==> src/rtl/bcha_pkg.sv <==
`timescale 1ns/1ps
package bcha_pkg;
  localparam int CON_W     = 9;
  localparam int CON_FRAC  = 6;
  localparam int CON_LSB   = 18;
  localparam int BRI_W     = 8;
  localparam int BRI_LSB   = 0;
  localparam int SIN_W     = 11;
  localparam int SIN_LSB   = 16;
  localparam int COS_W     = 10;
  localparam int COS_LSB   = 0;
  localparam int TRIG_FRAC = 7;
  localparam int WORD_W    = 32;

  localparam logic [WORD_W-1:0] W0_MASK =
    (((WORD_W'(1) << CON_W) - 1) << CON_LSB) | (((WORD_W'(1) << BRI_W) - 1) << BRI_LSB);
  localparam logic [WORD_W-1:0] W1_MASK =
    (((WORD_W'(1) << SIN_W) - 1) << SIN_LSB) | (((WORD_W'(1) << COS_W) - 1) << COS_LSB);
  localparam logic [WORD_W-1:0] W0_RESET = WORD_W'(1) << (CON_FRAC + CON_LSB);
  localparam logic [WORD_W-1:0] W1_RESET = WORD_W'(1) << (TRIG_FRAC + COS_LSB);

  typedef struct packed {
    logic [CON_W-1:0]        contrast;
    logic signed [BRI_W-1:0] bright;
    logic signed [SIN_W-1:0] sinT;
    logic [COS_W-1:0]        cosT;
  } adjCtrl_t;
endpackage

==> src/rtl/bcha_regs.sv <==
`timescale 1ns/1ps
module bcha_regs
  import bcha_pkg::*;
(
  input  logic              clk,
  input  logic              rstN,
  input  logic              regWrEn,
  input  logic              regAddr,
  input  logic [WORD_W-1:0] regWrData,
  output logic [WORD_W-1:0] regRdData,
  input  logic              vblankPulse,
  output adjCtrl_t          ctrl
);
  logic [WORD_W-1:0] shadow0, shadow1, active0, active1;

  always_ff @(posedge clk) begin
    if (!rstN) begin
      shadow0 <= W0_RESET;
      shadow1 <= W1_RESET;
      active0 <= W0_RESET;
      active1 <= W1_RESET;
    end else begin
      if (vblankPulse) begin
        active0 <= shadow0;
        active1 <= shadow1;
      end
      if (regWrEn) begin
        if (regAddr) shadow1 <= regWrData & W1_MASK;
        else         shadow0 <= regWrData & W0_MASK;
      end
    end
  end

  assign regRdData = regAddr ? shadow1 : shadow0;

  always_comb begin
    ctrl.contrast = active0[CON_LSB +: CON_W];
    ctrl.bright   = active0[BRI_LSB +: BRI_W];
    ctrl.sinT     = active1[SIN_LSB +: SIN_W];
    ctrl.cosT     = active1[COS_LSB +: COS_W];
  end

  // without a pulse the active set holds
  p_hold_r3: assert property (@(posedge clk) disable iff (!rstN)
    !vblankPulse |=> ($stable(active0) && $stable(active1)));
  // a pulse loads the shadow as it stood before any same-cycle write
  p_load_r4: assert property (@(posedge clk) disable iff (!rstN)
    vblankPulse |=> (active0 == $past(shadow0) && active1 == $past(shadow1)));
  // a write to word 0 is stored with only its defined fields
  p_store_r2: assert property (@(posedge clk) disable iff (!rstN)
    (regWrEn && !regAddr) |=> (regRdData == ($past(regWrData) & W0_MASK)) || regAddr);
endmodule

==> src/rtl/bcha_datapath.sv <==
`timescale 1ns/1ps
module bcha_datapath
  import bcha_pkg::*;
#(
  parameter int PIX_W = 8
) (
  input  logic             clk,
  input  logic             rstN,
  input  adjCtrl_t         ctrl,
  input  logic             pixValid,
  input  logic [PIX_W-1:0] pixY,
  input  logic [PIX_W-1:0] pixCb,
  input  logic [PIX_W-1:0] pixCr,
  output logic             outValid,
  output logic [PIX_W-1:0] outY,
  output logic [PIX_W-1:0] outCb,
  output logic [PIX_W-1:0] outCr
);
  localparam int PROD_W = PIX_W + CON_W;
  localparam int LUM_W  = PROD_W - CON_FRAC + 1;
  localparam int SUM_W  = PIX_W + SIN_W + 3;
  localparam int SH_W   = SUM_W - TRIG_FRAC;
  localparam int LSUM_W = LUM_W + 2;
  localparam logic [PROD_W-1:0]       Y_RND = PROD_W'(1) << (CON_FRAC - 1);
  localparam logic signed [SUM_W-1:0] C_RND = SUM_W'(1) << (TRIG_FRAC - 1);
  localparam int Y_MAX = (1 << PIX_W) - 1;
  localparam int C_MAX = (1 << (PIX_W - 1)) - 1;
  localparam int C_MIN = -(1 << (PIX_W - 1));

  // stage 1: products, with brightness carried along
  logic                    s1Valid;
  logic [PROD_W-1:0]       s1YProd;
  logic signed [SUM_W-1:0] s1CbSum, s1CrSum;
  logic signed [BRI_W-1:0] s1Bri;
  logic signed [COS_W:0]   cosS;
  logic signed [PIX_W-1:0] cbIn, crIn;

  assign cosS = $signed({1'b0, ctrl.cosT});
  assign cbIn = $signed(pixCb);
  assign crIn = $signed(pixCr);

  always_ff @(posedge clk) begin
    if (!rstN) begin
      s1Valid <= 1'b0;
      s1YProd <= '0;
      s1CbSum <= '0;
      s1CrSum <= '0;
      s1Bri   <= '0;
    end else begin
      s1Valid <= pixValid;
      if (pixValid) begin
        s1YProd <= PROD_W'(pixY) * PROD_W'(ctrl.contrast);
        s1CbSum <= SUM_W'(cosS) * SUM_W'(cbIn) + SUM_W'(ctrl.sinT) * SUM_W'(crIn);
        s1CrSum <= SUM_W'(cosS) * SUM_W'(crIn) - SUM_W'(ctrl.sinT) * SUM_W'(cbIn);
        s1Bri   <= ctrl.bright;
      end
    end
  end

  // stage 2: round, offset, saturate
  logic [PROD_W-1:0]        yRnd;
  logic signed [LSUM_W-1:0] lumSum;
  logic signed [SUM_W-1:0]  cbRnd, crRnd;
  logic signed [SH_W-1:0]   cbSh, crSh;
  logic [PIX_W-1:0]         yNext, cbNext, crNext;

  function automatic logic [PIX_W-1:0] satChroma(input logic signed [SH_W-1:0] v);
    if (v > SH_W'(C_MAX))      return PIX_W'(C_MAX);
    else if (v < SH_W'(C_MIN)) return PIX_W'(C_MIN);
    else                       return v[PIX_W-1:0];
  endfunction

  always_comb begin
    yRnd   = s1YProd + Y_RND;
    lumSum = $signed(LSUM_W'(yRnd >> CON_FRAC)) + LSUM_W'(s1Bri);
    if (lumSum < 0)                    yNext = '0;
    else if (lumSum > LSUM_W'(Y_MAX))  yNext = PIX_W'(Y_MAX);
    else                               yNext = lumSum[PIX_W-1:0];
    cbRnd  = s1CbSum + C_RND;
    crRnd  = s1CrSum + C_RND;
    cbSh   = SH_W'(cbRnd >>> TRIG_FRAC);
    crSh   = SH_W'(crRnd >>> TRIG_FRAC);
    cbNext = satChroma(cbSh);
    crNext = satChroma(crSh);
  end

  always_ff @(posedge clk) begin
    if (!rstN) begin
      outValid <= 1'b0;
      outY     <= '0;
      outCb    <= '0;
      outCr    <= '0;
    end else begin
      outValid <= s1Valid;
      if (s1Valid) begin
        outY  <= yNext;
        outCb <= cbNext;
        outCr <= crNext;
      end
    end
  end

  // cycles since reset, so the latency check never looks before reset
  logic [1:0] warmCnt;
  always_ff @(posedge clk) begin
    if (!rstN)              warmCnt <= '0;
    else if (warmCnt != 2'd3) warmCnt <= warmCnt + 2'd1;
  end

  // output valid two cycles after input valid
  p_latency_r6: assert property (@(posedge clk) disable iff (!rstN)
    (warmCnt >= 2'd2) |-> (outValid == $past(pixValid, 2)));
endmodule

==> src/rtl/bcha_adjust.sv <==
`timescale 1ns/1ps
module bcha_adjust
  import bcha_pkg::*;
#(
  parameter int PIX_W = 8
) (
  input  logic              clk,
  input  logic              rstN,
  input  logic              regWrEn,
  input  logic              regAddr,
  input  logic [WORD_W-1:0] regWrData,
  output logic [WORD_W-1:0] regRdData,
  input  logic              vblankPulse,
  input  logic              pixValid,
  input  logic [PIX_W-1:0]  pixY,
  input  logic [PIX_W-1:0]  pixCb,
  input  logic [PIX_W-1:0]  pixCr,
  output logic              outValid,
  output logic [PIX_W-1:0]  outY,
  output logic [PIX_W-1:0]  outCb,
  output logic [PIX_W-1:0]  outCr
);
  adjCtrl_t ctrl;

  bcha_regs uRegs (
    .clk(clk), .rstN(rstN), .regWrEn(regWrEn), .regAddr(regAddr),
    .regWrData(regWrData), .regRdData(regRdData),
    .vblankPulse(vblankPulse), .ctrl(ctrl)
  );

  bcha_datapath #(.PIX_W(PIX_W)) uPath (
    .clk(clk), .rstN(rstN), .ctrl(ctrl), .pixValid(pixValid),
    .pixY(pixY), .pixCb(pixCb), .pixCr(pixCr),
    .outValid(outValid), .outY(outY), .outCb(outCb), .outCr(outCr)
  );
endmodule

==> config.mk <==
export PLATFORM = sky130hd
export DESIGN_NAME = bcha_adjust
export DESIGN_NICKNAME = d
export VERILOG_FILES = /design/src/rtl/bcha_pkg.sv /design/src/rtl/bcha_regs.sv /design/src/rtl/bcha_datapath.sv /design/src/rtl/bcha_adjust.sv
export SDC_FILE = /design/constraint.sdc
export NUM_CORES = 1
export LEC_CHECK = 0
export CAP_MARGIN = 0
export CORE_ASPECT_RATIO = 1.2
export CORE_MARGIN = 2
export CORE_UTILIZATION = 40
export DETAILED_ROUTE_END_ITERATION = 7
export PLACE_DENSITY = 0.58
export SLEW_MARGIN = 15
export SYNTH_ARGS = -nofsm -noshare
export SYNTH_HDL_FRONTEND = slang
export SYNTH_HIERARCHICAL = 1
export SYNTH_SLANG_ARGS = --single-unit
==> constraint.sdc <==
create_clock -name clk -period 18.4 [get_ports clk]
set_input_delay 3.68 -clock clk [delete_from_list [all_inputs] [get_ports clk]]
set_output_delay 3.68 -clock clk [all_outputs]
set_load 0.02 [all_outputs]
==> results.ini <==
[min_path]
whs_path_depth=2
worstHoldPathType=reg -> reg
hold_start=uPath/outY[7]$_SDFFE_PN0P_
whs_endpoint=uPath/outY[7]$_SDFFE_PN0P_

[setup_path]
r2r-end=uPath/s1CrSum[18]$_SDFFE_PN0P_
crit_type=in -> reg
crit_fanout=16
critPathArrivalTime_ps=10650
worst-endpoint-required_ps=18720
reg2regPathDepth=19
start_kind=input port
crit_path_end_kind=flop
startpoint=pixCb[7]
reg2reg_slack_ps=11680
rr_startpoint=uRegs/active1[0]$_SDFFE_PN0P_

[final_layout]
area_delta_synth_final_pct=9.68
nets=2943
layout-drive-gt1-share=0.0373
fillers=5167

[global_routing]
grt_usage=0.197
grt_max_degree=96
grt_pass1_wl_microns=86800
grt_pass1_vias=16600
grt_antenna_before_repair=0
grt.overflow.total=0

[clock_tree]
cts_tree=built
cts_hold_buf=0
cts.htree.levels=4
clockBufferDepth=2
clk_pin_slew_ps=60
post_cts_resized=0
postCtsSetupBuffers=0
cts_buffers=17
clkLatencyLatePin_ps=430
root_buffer=clkbuf_16
cts.sinks=150

[power]
swShare=0.442
switchingPower_uw=795
finalPower_uw=1800
ir_drop_v=0.0000915
power.internal_uw=1010
p_clk_frac=0.186
power_density_mw_per_mm2=77.3
pwr-share-seq=0.227
p_leak_uw=0.0111
p_comb_frac=0.588

[synthesis]
syn_avg_cell_area_sq_um=9.19
ys_ff_latch=150
yosysWarnings=6
synth_flop_cell=dfxtp_1
synth-seq-area-share=0.141
synth_edf_count=0
synth_cells=2311
synth_area_sq_mm=0.0212
ys_types=59
async_flop_share=0

[detailed_routing]
drc=0
num_vias=15200
finalWirelength_microns=51600
antenna_left=0
drt_iter0_drc=757
wire_per_inst_microns=16.8
first_pass_iters=5
viasPerCell=4.96

[timing]
rsz0062_at_grt=false
finalClockSkew_ps=10.1
final.min_clock_period_ps=10340
finalSetupViolCount=0
relSlewSlack=0.233
finalHoldViolations=0
max_freq_mhz=96.7
slew_violations=0
finalCritPeriodShare=0.562
timing.setup.tns_ps=0
worst_slew_pin_slew_ps=1150

[floorplanning]
dieArea_sq_mm=0.0550
die-width_microns=214
rows=92
start_util=0.405
die_y_microns=256
top_level_ports=119
core_area_sq_mm=0.0525

[placement]
gp_congestion=0.833
port_buffers=96
dp_hpwl_microns=39700

[flow_run]
drv_cap=0

[status]
outcome=finished, final reports clean

## registers in the layout, summed over array words and instances, names as in the netlist, 12 cells and up
| register | flops |
|---|---|
| uPath/s1YProd | 12 |
| uPath/s1CrSum | 14 |
| uRegs/active1 | 21 |
| uPath/s1CbSum | 14 |
| uRegs/shadow0 | 17 |
| uRegs/shadow1 | 21 |
| uRegs/active0 | 17 |
## cells in the mapped netlist, drive strengths merged (35+ instances only)
library cell / n / area share
clkbuf: 71 / 0.013
nor2b: 81 / 0.024
mux2i: 105 / 0.049
xnor2: 54 / 0.022
o21ai: 45 / 0.011
fa: 348 / 0.33
and2: 231 / 0.068
nor2: 67 / 0.012
inv: 440 / 0.078
buf: 35 / 0.012
dfxtp: 150 / 0.14
ha: 186 / 0.11
a21oi: 41 / 0.0098
nand2: 236 / 0.042
## worst max-delay path, stage by stage
cell and delay (ps):
clkdlybuf4s50_1 810, inv_1 740, nor2_1 120, ha_1 320, inv_1 50, fa_1 530, fa_1 590, fa_1 560
fa_1 540, inv_1 50, fa_1 530, inv_1 40, ha_1 350, a21o_1 210, a41oi_4 260, o221ai_2 180
a41o_1 320, o21a_1 200, or3_1 310, a32o_1 240
## power by group through the flow
stage	clock network [uW]	registers [uW]	logic [uW]
2_1_floorplan	0	405	780
3_3_place_gp	0	414	1060
3_5_place_dp	0	416	1080
4_1_cts	343	409	1080
5_1_grt	357	414	1210
6_report	334	408	1060
## per-stage QoR
| stage | instances | area (sq um) | hold WS [ps] | util | setup slack [ps] |
|---|---|---|---|---|---|
| floorplan | 2321 | 21300 | 444 | - | 8930 |
| global placement | 3033 | 22700 | 445 | 0.433 | 7690 |
| detailed placement | 3033 | 22700 | 452 | 0.433 | 7640 |
| CTS | 3065 | 23300 | 468 | 0.444 | 8090 |
| global route | 3065 | 23300 | 485 | 0.444 | 7850 |
| finish | 3067 | 23300 | 457 | 0.444 | 8060 |
## cell usage in the layout (no fill, tap or decap), types with 5 or more instances in the layout
cell,count
inv_1,440
fa_1,348
nand2_1,236
and2_1,230
ha_1,186
dfxtp_1,150
mux2i_1,105
clkdlybuf4s50_1,93
nor2b_1,81
nor2_1,67
xnor2_1,54
o21ai_0,45
a21oi_1,40
xor2_1,26
nand3_1,20
nand2b_1,19
buf_4,18
clkbuf_16,17
nand4_1,17
mux2_2,17
and3_1,11
nor3_1,11
conb_1,11
o211a_1,10
a211oi_1,10
o21a_1,9
o221a_2,9
o211ai_1,8
inv_6,7
a21o_1,5
o21bai_1,5
or3_1,5
## per-layer routing
metal  track usage  wire length, microns
met3        0.0204                  1610
met1         0.237                 21500
met2         0.365                 26800
met5             0                     0
met4        0.0650                  1710
## logic make-up after synthesis
kind of cell / after synthesis / synth area share
and+or+nand+nor: 709 / 0.172
buffers and inverters: 546 / 0.102
adders and majority gates: 534 / 0.438
AOI/OAI and AO/OA: 169 / 0.0553
DFF: 150 / 0.141
muxes: 122 / 0.0585
xor gates and xnor gates: 80 / 0.0330
other: 1 / 0.000177
## area by class of cell
cell class                      instances  area [sq um]  share of cell area
Tap cell                              705           882              0.0379
Clock buffer                           18           439              0.0188
Antenna cell                            2          5.00            0.000215
Inverter                              440          1650              0.0709
Timing Repair Buffer                  113          1080              0.0462
Sequential cell                       150          3000               0.129
Multi-Input combinational cell       1625         16100               0.692
Clock inverter                         14           128             0.00548
## worst max path at each step
stage	endpoint
after CTS	uPath/s1CrSum[18]$_SDFFE_PN0P_
after global routing	uPath/s1CrSum[18]$_SDFFE_PN0P_
after global placement	uPath/s1CrSum[18]$_SDFFE_PN0P_
after floorplan	uPath/s1CrSum[18]$_SDFFE_PN0P_
after detailed placement	uPath/s1CrSum[18]$_SDFFE_PN0P_
final	uPath/s1CrSum[18]$_SDFFE_PN0P_
(Power assumes the default switching activity.)
